**config.mk**
```make
export PLATFORM = sky130hd
export DESIGN_NAME = serial_result_port
export DESIGN_NICKNAME = d
export VERILOG_FILES = /design/src/rtl/srp_pkg.sv /design/src/rtl/srp_clk_select.sv /design/src/rtl/srp_sck_gen.sv /design/src/rtl/srp_frame.sv /design/src/rtl/serial_result_port.sv
export SDC_FILE = /design/constraint.sdc
export NUM_CORES = 1
export LEC_CHECK = 0
export ABC_AREA = 1
export BUFFER_PORTS_ARGS = -buffer_cell sky130_fd_sc_hd__buf_4
export CAP_MARGIN = 20
export CELL_PAD_IN_SITES_DETAIL_PLACEMENT = 0
export CELL_PAD_IN_SITES_GLOBAL_PLACEMENT = 2
export CORE_UTILIZATION = 31
export DETAILED_ROUTE_END_ITERATION = 8
export PLACE_DENSITY_LB_ADDON = 0.2
export RECOVER_POWER = 50
export REMOVE_ABC_BUFFERS = 1
export SLEW_MARGIN = 20
export SYNTH_ARGS = -nofsm -noshare
export SYNTH_HDL_FRONTEND = slang
export SYNTH_HIERARCHICAL = 1
export SYNTH_SLANG_ARGS = --single-unit
```
**constraint.sdc**
```tcl
create_clock -name clk -period 2.9 [get_ports clk]
set_input_delay 0.29 -clock clk [delete_from_list [all_inputs] [get_ports clk]]
set_output_delay 0.29 -clock clk [all_outputs]
set_load 0.01 [all_outputs]
```
**src/rtl/srp_pkg.sv**
```systemverilog
// Shared types for the serial result port.
package srp_pkg;

    // Serial clock source used for the current frame.
    typedef enum logic {
        CLK_EXT = 1'b0,
        CLK_INT = 1'b1
    } clk_src_e;

endpackage

```
**src/rtl/srp_clk_select.sv**
```systemverilog
// Chooses the serial clock source.
// Samples sck_in once at the first clock after reset: a low level locks the
// outside clock until reset. Otherwise the sck_in level at each cs_n falling
// edge picks the source for that frame.
// Assumes cs_n and sck_in are already synchronous to clk.
module srp_clk_select
    import srp_pkg::*;
(
    input  logic     clk,
    input  logic     rst_n,
    input  logic     cs_n,
    input  logic     sck_in,
    output clk_src_e src,
    output logic     locked
);

    logic por_done;
    logic cs_q;

    // Power-up sample, cs_n edge history and per-frame source choice.
    always_ff @(posedge clk) begin
        if (!rst_n) begin
            por_done <= 1'b0;
            locked   <= 1'b0;
            cs_q     <= 1'b1;
            src      <= CLK_EXT;
        end else begin
            cs_q <= cs_n;
            if (!por_done) begin
                por_done <= 1'b1;
                locked   <= ~sck_in;
            end else if (!locked && cs_q && !cs_n) begin
                src <= sck_in ? CLK_INT : CLK_EXT;
            end
        end
    end

endmodule

```
**src/rtl/srp_sck_gen.sv**
```systemverilog
// Internal serial clock generator.
// While run is high it toggles sck every max(half,1) system clocks, starting
// low. When run drops, it returns low at once and restarts from zero.
// fall_evt marks the cycle in which sck is about to go low.
module srp_sck_gen #(
    parameter int DIV_W = 8
) (
    input  logic             clk,
    input  logic             rst_n,
    input  logic             run,
    input  logic [DIV_W-1:0] half,
    output logic             sck,
    output logic             fall_evt
);

    logic [DIV_W-1:0] cnt;
    logic [DIV_W-1:0] half_eff;
    logic             wrap;

    // Clamp a zero divider to one so the ratio is never below two.
    always_comb begin
        half_eff = (half == '0) ? DIV_W'(1) : half;
    end

    assign wrap     = (cnt == half_eff - DIV_W'(1));
    assign fall_evt = run && sck && wrap;

    // Half-period counter and clock toggle.
    always_ff @(posedge clk) begin
        if (!rst_n || !run) begin
            cnt <= '0;
            sck <= 1'b0;
        end else if (wrap) begin
            cnt <= '0;
            sck <= ~sck;
        end else begin
            cnt <= cnt + DIV_W'(1);
        end
    end

endmodule

```
**src/rtl/srp_frame.sv**
```systemverilog
// Conversion status and frame sequencer.
// Holds the busy flag and the captured result, and steps a bit index on each
// shift event. It presents the status bit or the indexed result bit.
// Assumes shift_evt is a single-cycle pulse per falling serial clock edge.
module srp_frame #(
    parameter  int DATA_W  = 23,
    localparam int FRAME_W = DATA_W + 1,
    localparam int CNT_W   = $clog2(FRAME_W)
) (
    input  logic              clk,
    input  logic              rst_n,
    input  logic              cs_n,
    input  logic              conv_done,
    input  logic [DATA_W-1:0] data,
    input  logic              shift_evt,
    output logic              busy,
    output logic [CNT_W-1:0]  bit_cnt,
    output logic              sdo_bit
);

    localparam logic [CNT_W-1:0] LAST = CNT_W'(FRAME_W - 1);

    logic [DATA_W-1:0]  hold;
    logic [FRAME_W-1:0] frame_vec;

    assign frame_vec = {1'b0, hold};

    // Status while converting, otherwise the frame bit at the current index.
    always_comb begin
        sdo_bit = busy ? 1'b1 : frame_vec[LAST - bit_cnt];
    end

    // Capture on completion, abort on cs_n high, step on each falling edge.
    always_ff @(posedge clk) begin
        if (!rst_n) begin
            busy    <= 1'b1;
            hold    <= '0;
            bit_cnt <= '0;
        end else if (busy) begin
            if (conv_done) begin
                busy    <= 1'b0;
                hold    <= data;
                bit_cnt <= '0;
            end
        end else if (cs_n) begin
            bit_cnt <= '0;
        end else if (shift_evt) begin
            if (bit_cnt == LAST) begin
                busy    <= 1'b1;
                bit_cnt <= '0;
            end else begin
                bit_cnt <= bit_cnt + CNT_W'(1);
            end
        end
    end

endmodule

```
**src/rtl/serial_result_port.sv**
```systemverilog
// Serial result port of a sampling converter.
// Shows conversion status on sdo, serialises the held result on falling
// serial clock edges, and picks an internal or outside serial clock.
// Assumes cs_n and sck_in are synchronous to clk and far slower than it.
module serial_result_port
    import srp_pkg::*;
#(
    parameter int DATA_W = 23,
    parameter int DIV_W  = 8
) (
    input  logic              clk,
    input  logic              rst_n,
    input  logic              cs_n,
    input  logic              sck_in,
    input  logic [DIV_W-1:0]  sck_div,
    input  logic              conv_done,
    input  logic [DATA_W-1:0] data,
    output logic              sdo,
    output logic              sdo_oe,
    output logic              sck_out,
    output logic              sck_oe
);

    localparam int FRAME_W = DATA_W + 1;
    localparam int CNT_W   = $clog2(FRAME_W);

    clk_src_e         src;
    logic             locked;
    logic             busy;
    logic [CNT_W-1:0] bit_cnt;
    logic             sdo_bit;
    logic             sck_q;
    logic             ext_fall;
    logic             int_fall;
    logic             run;
    logic             shift_evt;

    // Previous outside clock level for falling-edge detection.
    always_ff @(posedge clk) begin
        if (!rst_n) begin
            sck_q <= 1'b0;
        end else begin
            sck_q <= sck_in;
        end
    end

    assign ext_fall  = sck_q & ~sck_in;
    assign run       = (src == CLK_INT) && !cs_n && !busy;
    assign shift_evt = (src == CLK_INT) ? int_fall : ext_fall;

    srp_clk_select i_clk_select (
        .clk    (clk),
        .rst_n  (rst_n),
        .cs_n   (cs_n),
        .sck_in (sck_in),
        .src    (src),
        .locked (locked)
    );

    srp_sck_gen #(.DIV_W(DIV_W)) i_sck_gen (
        .clk      (clk),
        .rst_n    (rst_n),
        .run      (run),
        .half     (sck_div),
        .sck      (sck_out),
        .fall_evt (int_fall)
    );

    srp_frame #(.DATA_W(DATA_W)) i_frame (
        .clk       (clk),
        .rst_n     (rst_n),
        .cs_n      (cs_n),
        .conv_done (conv_done),
        .data      (data),
        .shift_evt (shift_evt),
        .busy      (busy),
        .bit_cnt   (bit_cnt),
        .sdo_bit   (sdo_bit)
    );

    // Pin drivers: sdo follows chip select, sck drive only in internal mode.
    always_comb begin
        sdo    = sdo_bit;
        sdo_oe = !cs_n;
        sck_oe = (src == CLK_INT) && !cs_n;
    end

endmodule

```
Word level (Yosys, flattened, before mapping):

Index checks and enable logic that the tools add are counted.

* register bits: 43
* input port bits: 36
* output and inout bits: 4
* word-level logic and storage cells: 56

* add/sub/neg operators: 4
* order comparisons: 1
* equality and inequality tests: 3
* mux-type cells: 17
* bitwise gates (word level): 3
* reduce and logical (&&, ||, !) cells: 18

Operator list (count)
* two-way mux 5 bit: 5
* two-way mux 1 bit: 10
* adder 8 x 1 -> 8 bit, second input constant: 1
* equality test 8 bit: 1
* zero test 8 bit: 1
* two-way mux 8 bit: 1
* subtractor 8 x 1 -> 8 bit, second input constant: 1
* logical AND 1 bit: 6
* < comparator 5 x 6 -> 1 bit, second input constant: 1
* AND reduction 2 bit: 3
* adder 5 x 1 -> 5 bit, second input constant: 1
* binary-select mux 1 bit (select 5 bit): 1
* equality test 5 bit, second input constant: 1
* zero test 1 bit: 5
* subtractor 5 bit, first input constant: 1
* nonzero test 3 bit: 1
* != test 2 bit, second input constant: 1
* NOT 1 bit: 2
* OR reduction 2 bit: 1
* AND 1 bit: 1
* logical OR 1 bit: 1

Depth between registers and ports, before layout:

Gate-level depths: netlist (run 1).

* word-level depth: 9
* gate-level depth with buffers: 27
* depth with buffers taken out: 27

By module:

Netlist (run 1), hierarchy kept.

By module, submodules not included
* srp_frame: times used 1, cells an instance 200, area an instance 1392.6 um2, sequential area each 580.6 um2
* srp_sck_gen: times used 1, cells an instance 104, area an instance 775.7 um2, sequential area each 180.2 um2
* srp_clk_select: times used 1, cells an instance 17, area an instance 136.4 um2, sequential area each 80.1 um2
* serial_result_port: times used 1, cells an instance 11, area an instance 70.1 um2, sequential area each 20.0 um2

Worst setup path after synthesis (run 1):

No wires, ideal clock.

* kind: in2reg
* start point: input port sck_div[4]
* end point: register i_frame.bit_cnt[3]
* setup time: 116 ps
* data arrival time: 2292 ps
* data required time: 2784 ps
* setup slack: 492 ps
* cell stages on the path: 22
* buffers on the path: 0
* cells stage by stage: inv_2 nand2_2 nor2_4 nand2_4 nand2_2 inv_1 ha_1 xnor2_1 xor2_1 nand3_2 nor2_4 nand3_1 nor2_1 nand2_1 nand2_1 inv_1 nand2_2 nand2_4 inv_4 nand2_1 nor2_1 nor3b_2

* word-level cells in the longest chain between the ends: 8

RTL lines
* start: declaration: RTL line serial_result_port.sv:15 `input logic [DIV_W-1:0] sck_div,`
* zero test 8 bit: RTL line srp_sck_gen.sv:22 `half_eff = (half == '0) ? DIV_W'(1) : half;`
* two-way mux 8 bit (*): RTL line srp_sck_gen.sv:22
* subtractor 8 x 1 -> 8 bit (*): RTL line srp_sck_gen.sv:25 `assign wrap = (cnt == half_eff - DIV_W'(1));`
* equality test 8 bit (*): RTL line srp_sck_gen.sv:25
* logical AND 1 bit (*): RTL line srp_sck_gen.sv:26 `assign fall_evt = run && sck && wrap;`
* named net int_fall: RTL line serial_result_port.sv:34 `logic int_fall;`
* two-way mux 1 bit (*): RTL line serial_result_port.sv:49 `assign shift_evt = (src == CLK_INT) ? int_fall : ext_fall;`
* named net shift_evt: RTL line serial_result_port.sv:36 `logic shift_evt;`
* nonzero test 3 bit (no source line) (*)
* AND reduction 2 bit (no source line) (*)
* end signal: assignment: RTL line srp_frame.sv:52 `bit_cnt <= bit_cnt + CNT_W'(1);`
* end: declaration: RTL line srp_frame.sv:17 `output logic [CNT_W-1:0] bit_cnt,`

Mark *: on every way through the listed nets, which the timed path passes. The rest lies on a longest branch.
A chain may end at the register's enable or synchronous reset.

Worst setup path in the final report (run 1):

Ends and elaborated chain as after synthesis.

==> results.py, run 1 <==
metrics = {
    "worst_setup_path": {
        "cp_slowest_stage_delay_ns": 0.24,
        "critical-path-slowest-cell": "ha_1",
        "worstPathArrival_ns": 2.61,
        "path_delay_family": "simple AND/OR/NAND/NOR gates",
        "ff2ff_path_depth": 15,
        "path_cells": "buf_4 > inv_2 > nand2_2 > nor2_4 > nand2_4 > nand2_2 > inv_1 > ha_1 > xnor2_1 > xor2_1 > nand3_2 > nor2_4 > nand3_1 > nor2_1 > nand2_1 > nand2_1 > inv_1 > nand2_2 > nand2_4 > inv_4 > nand2_1 > nor2_1 > nor3b_2",
        "reg2reg_slack_ns": 0.95,
        "crit_buf_inv": 5,
        "cp_max_fo": 8,
        "cp.required_ns": 3.09,
        "end_kind": "flip-flop",
        "worstSetupPathType": "in2reg",
        "cp.depth": 23,
        "critPathLaunchType": "primary input",
    },
    "sta": {
        "slew_headroom_pct": 16.0,
        "fin_hold_ws_ns": 0.191,
        "fin_crit_ns": 2.42,
        "tns_ns": 0,
        "finalClockSkew_ns": 0.0130,
        "setup_viol": 0,
        "max_freq_mhz": 414,
        "worst_slew_pin_slew_ns": 1.26,
        "finalHoldViolations": 0,
        "period_share_pct": 83.4,
        "rsz0062_at_grt": "false",
        "drv_slew": 0,
    },
    "clock_tree": {
        "clk_path_buf_depth": 2,
        "clock-sinks": 43,
        "post-cts-setup-buffer-count": 0,
        "tritoncts": "done",
        "cts_buffers": 5,
        "cts-root-buf": "clkbuf_8",
        "path_clk_slew_ns": 0.09,
        "post_cts_resized": 0,
        "clkLatencyLatePin_ns": 0.30,
        "cts.htree.levels": 2,
        "postCtsHoldBufs": 0,
    },
    "power": {
        "peakVddDrop_mv": 0.180,
        "power.density_nw_per_um2": 433,
        "p_leak_uw": 0.00126,
    },
    "floorplanning": {
        "start_util_pct": 32.4,
        "die_area_um2": 8010,
        "num_rows": 31,
        "coreArea_um2": 7330,
        "die_y_um": 89.5,
        "io_pins": 40,
        "die_w_um": 89.5,
    },
    "logic_synthesis": {
        "postSynthCellCount": 332,
        "synth_commonest_cells": "57 x nand2_1, 45 x inv_1, 43 x dfxtp_1",
        "synth_top_area_cell": "dfxtp_1",
        "synth-main-ff-cell": "dfxtp_1",
        "ys_async_sr_fraction_pct": 0,
        "synth_area_um2": 2370,
        "synth_edf_count": 0,
        "avgSynthCellArea_um2": 7.15,
        "yosys-top-cells-area": "dfxtp_1 36%, nand2_1 9.0%, inv_1 7.1%",
        "yosys.area.top_type_share_pct": 36.2,
        "yosysSeqAreaShare_pct": 36.2,
        "synth_most_common_cell": "nand2_1",
        "ys_warn_count": 6,
        "synth_cell_types": 32,
        "synth_seq_cells": 43,
    },
    "grt": {
        "use_met3_pct": 2.77,
        "grt_pass1_vias": 1952,
        "antenna_found_initial": 0,
        "top_usage_layer": "met2",
        "met2_usage_pct": 24.4,
        "overflow": 0,
        "use_met1_pct": 16.1,
        "grt_pass1_wl_mm": 8.38,
        "grt_max_degree": 33,
        "track_usage_pct": 13.6,
    },
    "worst_hold_path": {
        "worstHoldPathCells": 2,
        "hold_class": "in2reg",
    },
    "cells_and_area": {
        "final_area_um2": 2830,
        "area_growth_pct": 19.2,
        "layout-drive-gt1-share_pct": 23.4,
        "insertedDiodeCount": 0,
        "layoutNonFillerInstCount": 471,
        "nets": 411,
    },
    "routing": {
        "wl_per_cell_um": 10.3,
        "ant_nets": 0,
        "first_pass_iters": 4,
        "routed_via_density": 4.35,
        "drc": 0,
        "drt_iter0_drc": 64,
        "num_vias": 2047,
        "drt_wl_total_mm": 4.85,
    },
    "run_status": {
        "status": "finished, final reports clean",
    },
    "placed_design": {
        "io_buffers": 39,
        "place_congestion": 0.778,
        "placed_cells": 463,
        "place_area_um2": 2760,
        "hpwl_mm": 3.71,
    },
    "job": {
        "drv_cap": 0,
    },
}
## registers in the layout, summed over array words and instances, names as in the netlist
name	count
i_clk_select/cs_q	1
i_clk_select/locked	1
i_clk_select/por_done	1
i_clk_select/src	1
i_frame/bit_cnt	5
i_frame/busy	1
i_frame/hold	23
i_sck_gen/cnt	8
i_sck_gen/sck	1
sck_q	1
## where the power goes
group	internal [µW]	switching [µW]
registers	622	15.3
clock network	169	208
logic	92.1	121
## worst paths after layout
kind,start,endpoint
max,sck_div[4],i_frame/bit_cnt[3]
min reg2reg,i_frame/hold[5],i_frame/hold[5]
max reg2reg,i_sck_gen/cnt[6],i_frame/bit_cnt[3]
min,sck_in,i_clk_select/locked
## placed cells by master, fill, tap and decap left out
cell type and count:
ha_1 4, nor3_1 2, nor3b_2 1, inv_4 1
a211oi_2 1, clkbuf_8 5, o211ai_1 2, clkbuf_1 5
nand2_2 6, o21ai_0 24, nor2_1 33, dfxtp_1 43
nand4_1 3, inv_1 46, xnor2_1 5, or2_4 1
nand3_1 27, or2_2 1, nand3_2 4, nor3_2 1
a21oi_1 22, nor2_4 3, or2_0 1, xor2_1 10
inv_2 5, nand3_4 1, nor2_2 11, nand3b_1 1
nand2_8 1, clkinvlp_4 1, clkinv_2 2, nand2_4 5
nand2_1 57, buf_4 37
## cell type report
| class | count | area, µm² |
|---|---|---|
| Clock buffer | 6 | 72.6 |
| Multi-Input combinational cell | 227 | 1270 |
| Inverter | 53 | 203 |
| Tap cell | 99 | 124 |
| Fill cell | 817 | 4500 |
| Sequential cell | 43 | 861 |
| Timing Repair Buffer | 41 | 293 |
| Clock inverter | 2 | 12.5 |
## per-stage QoR
step	utilization [%]	power, µW	setup WS, ns
floorplan	-	786	0.492
global placement	37.7	870	0.202
detailed placement	37.7	872	0.166
CTS	38.8	1250	0.474
global route	38.6	1310	0.195
finish	38.6	1230	0.482
## worst reg2reg max path, stage by stage (launching register included)
cell     delay [ns]
dfxtp_1        0.39
xor2_1         0.18
xor2_1         0.22
nand2_2        0.09
nor2_4         0.12
nand3_1        0.10
nor2_1         0.09
nand2_1        0.06
nand2_1        0.08
inv_1          0.05
nand2_2        0.08
nand2_4        0.07
inv_4          0.08
nand2_1        0.07
nor2_1         0.12
nor3b_2        0.05
## logic make-up (layout without fill, tap and decap cells)
group / count (synthesis) / count (layout) / share of synthesized area, %
adders and majority gates: 4 / 4 / 2.11
buffers and inverters: 62 / 102 / 10.4
DFF: 43 / 43 / 36.2
xor gates and xnor gates: 15 / 15 / 5.53
and+or+nand+nor: 159 / 159 / 34.8
AOI/OAI and AO/OA: 49 / 49 / 10.9
## per-layer routing
layer / up-vias / share of wire (%)
met4: 0 / 0.82
li1: 1117 / -
met1: 892 / 48
met5: - / 0
met3: 2 / 3.3
met2: 36 / 48
No activity file was read; power rests on OpenSTA's default activity.
==> run 2, diff against run 1 <==
CORE_UTILIZATION = 28   (was 31)
clock period = 2.02 ns   (was 2.9 ns; I/O delays follow)
==> results.py, run 2 (synthesized netlist as in run 1, its figures left out) <==
metrics = {
    "clock_tree": {
        "cts.htree.levels": 2,
        "clkLatencyLatePin_ns": 0.29,
        "cts_buffers": 5,
        "clock-sinks": 43,
        "clk_path_buf_depth": 2,
        "path_clk_slew_ns": 0.08,
        "postCtsHoldBufs": 0,
        "tritoncts": "done",
        "cts-root-buf": "clkbuf_8",
    },
    "sta": {
        "worst_slew_pin_slew_ns": 0.672,
        "rsz0062_at_grt": "true",
        "period_share_pct": 103,
        "finalHoldViolations": 0,
        "setup_slack_ns": -0.0590,
        "finalClockSkew_ns": 0.00318,
        "fin_crit_ns": 2.08,
        "slew_headroom_pct": 55.2,
        "setup_viol": 5,
        "drv_slew": 0,
        "max_freq_mhz": 481,
    },
    "placed_design": {
        "hpwl_mm": 3.90,
        "place_congestion": 0.729,
        "place_area_um2": 2900,
        "io_buffers": 39,
        "post-place-ws_ns": -0.534,
        "placed_cells": 486,
    },
    "floorplanning": {
        "num_rows": 33,
        "coreArea_um2": 8220,
        "io_pins": 40,
        "die_w_um": 94.1,
        "start_util_pct": 28.9,
        "die_area_um2": 8850,
        "die_y_um": 94.1,
    },
    "routing": {
        "drt_wl_total_mm": 5.32,
        "num_vias": 2163,
        "drc": 0,
        "drt_iter0_drc": 51,
        "routed_via_density": 4.28,
        "wl_per_cell_um": 10.5,
        "ant_nets": 0,
        "first_pass_iters": 3,
    },
    "grt": {
        "overflow": 0,
        "grt_pass1_wl_mm": 9.36,
        "grt_max_degree": 42,
        "grt_pass1_vias": 2105,
        "track_usage_pct": 13.5,
        "antenna_found_initial": 0,
    },
    "job": {
        "drv_cap": 0,
    },
    "run_status": {
        "status": "finished, violations left",
        "violations": "setup timing",
    },
    "cells_and_area": {
        "top_register": "i_frame/hold",
        "area_growth_pct": 33.7,
        "largest_reg_flops": 23,
        "layout-drive-gt1-share_pct": 34.3,
        "layoutNonFillerInstCount": 505,
        "final_common_cell": "buf_4",
        "utilization_pct": 38.6,
        "layout_common_cells": "61 x buf_4, 49 x nand2_1, 42 x dfxtp_1, 41 x inv_1, 32 x nor2_1",
        "nets": 439,
        "final_area_um2": 3180,
        "insertedDiodeCount": 0,
        "reg.largest.list": "i_frame/hold: 23 flops, i_sck_gen/cnt: 8 flops, i_frame/bit_cnt: 5 flops",
    },
    "worst_setup_path": {
        "worstSetupPathType": "in2reg",
        "critPathLaunchType": "primary input",
        "cp.required_ns": 2.23,
        "cp_max_fo": 5,
        "worstPathArrival_ns": 2.29,
        "end_kind": "flip-flop",
    },
    "worst_hold_path": {
        "hold_class": "in2reg",
    },
    "power": {
        "peakVddDrop_mv": 0.255,
        "power.density_nw_per_um2": 573,
        "p_leak_uw": 0.00145,
    },
}
==> run 2: path summary, 6_finish.rpt <==
path                                       start                  end  slack [ns]  cells after the start
worst max-delay path                  sck_div[4]   i_frame/bit_cnt[1]       -0.06                     21
worst min-delay path                      sck_in  i_clk_select/locked        0.12                      2
worst max register to register  i_sck_gen/cnt[7]   i_frame/bit_cnt[1]        0.12                     14
worst min register to register   i_frame/hold[2]      i_frame/hold[2]        0.46                      2
==> run 2: power by group <==
| group | leakage [µW] | internal (µW) | switching, µW |
|---|---|---|---|
| combinational | 0.00105 | 181 | 200 |
| clock | 0.0000422 | 243 | 284 |
| sequential | 0.000354 | 894 | 18.9 |
==> run 2: per-layer routing <==
layer	GRT usage (%)	share of wire, %
met5	0	0
met2	24.4	49
met3	2.91	3.7
met1	15.4	47
met4	5.00	1.2
==> run 2: repair_timing <==
action | 4_1_cts | 5_1_grt
buffers inserted | 8 | 5
setup endpoints to repair | 5 | 7
endpoints found under the hold margin | 0 | 0
pin swaps | 19 | 17
resized for setup | 21 | 16
==> run 2: final cells by class <==
cell class	instances	area [µm²]
clock inverter	1	5.00
multi-input combinational	227	1340
sequential	43	862
inverter	53	213
tap	105	131
fill	930	5040
timing repair buffer	69	546
clock buffer	7	76.3
==> run 2: worst max-delay path, cell delays in order <==
cell and delay, ns:
buf_8 0.10, inv_4 0.05, nand2_4 0.05, nor2_4 0.12, nand2_4 0.06, nand2_4 0.07
inv_4 0.03, ha_4 0.16, xnor2_2 0.16, xor2_1 0.19, nand3_2 0.11, nor2_4 0.11
nand3_2 0.08, nor2_1 0.10, nand2_1 0.07, nand2_2 0.08, inv_2 0.04, nand2_2 0.07
nand2_4 0.08, buf_4 0.14, a211oi_2 0.19
==> run 2: through the flow <==
stage          setup TNS [ns]  power (µW)  hold slack, ns
2_1_floorplan           -1.29        1130           0.230
3_3_place_gp            -2.61        1270           0.423
5_1_grt                 -1.08        1940           0.114
3_5_place_dp            -2.81        1270           0.422
6_report               -0.181        1820           0.118
4_1_cts                -0.175        1840           0.102
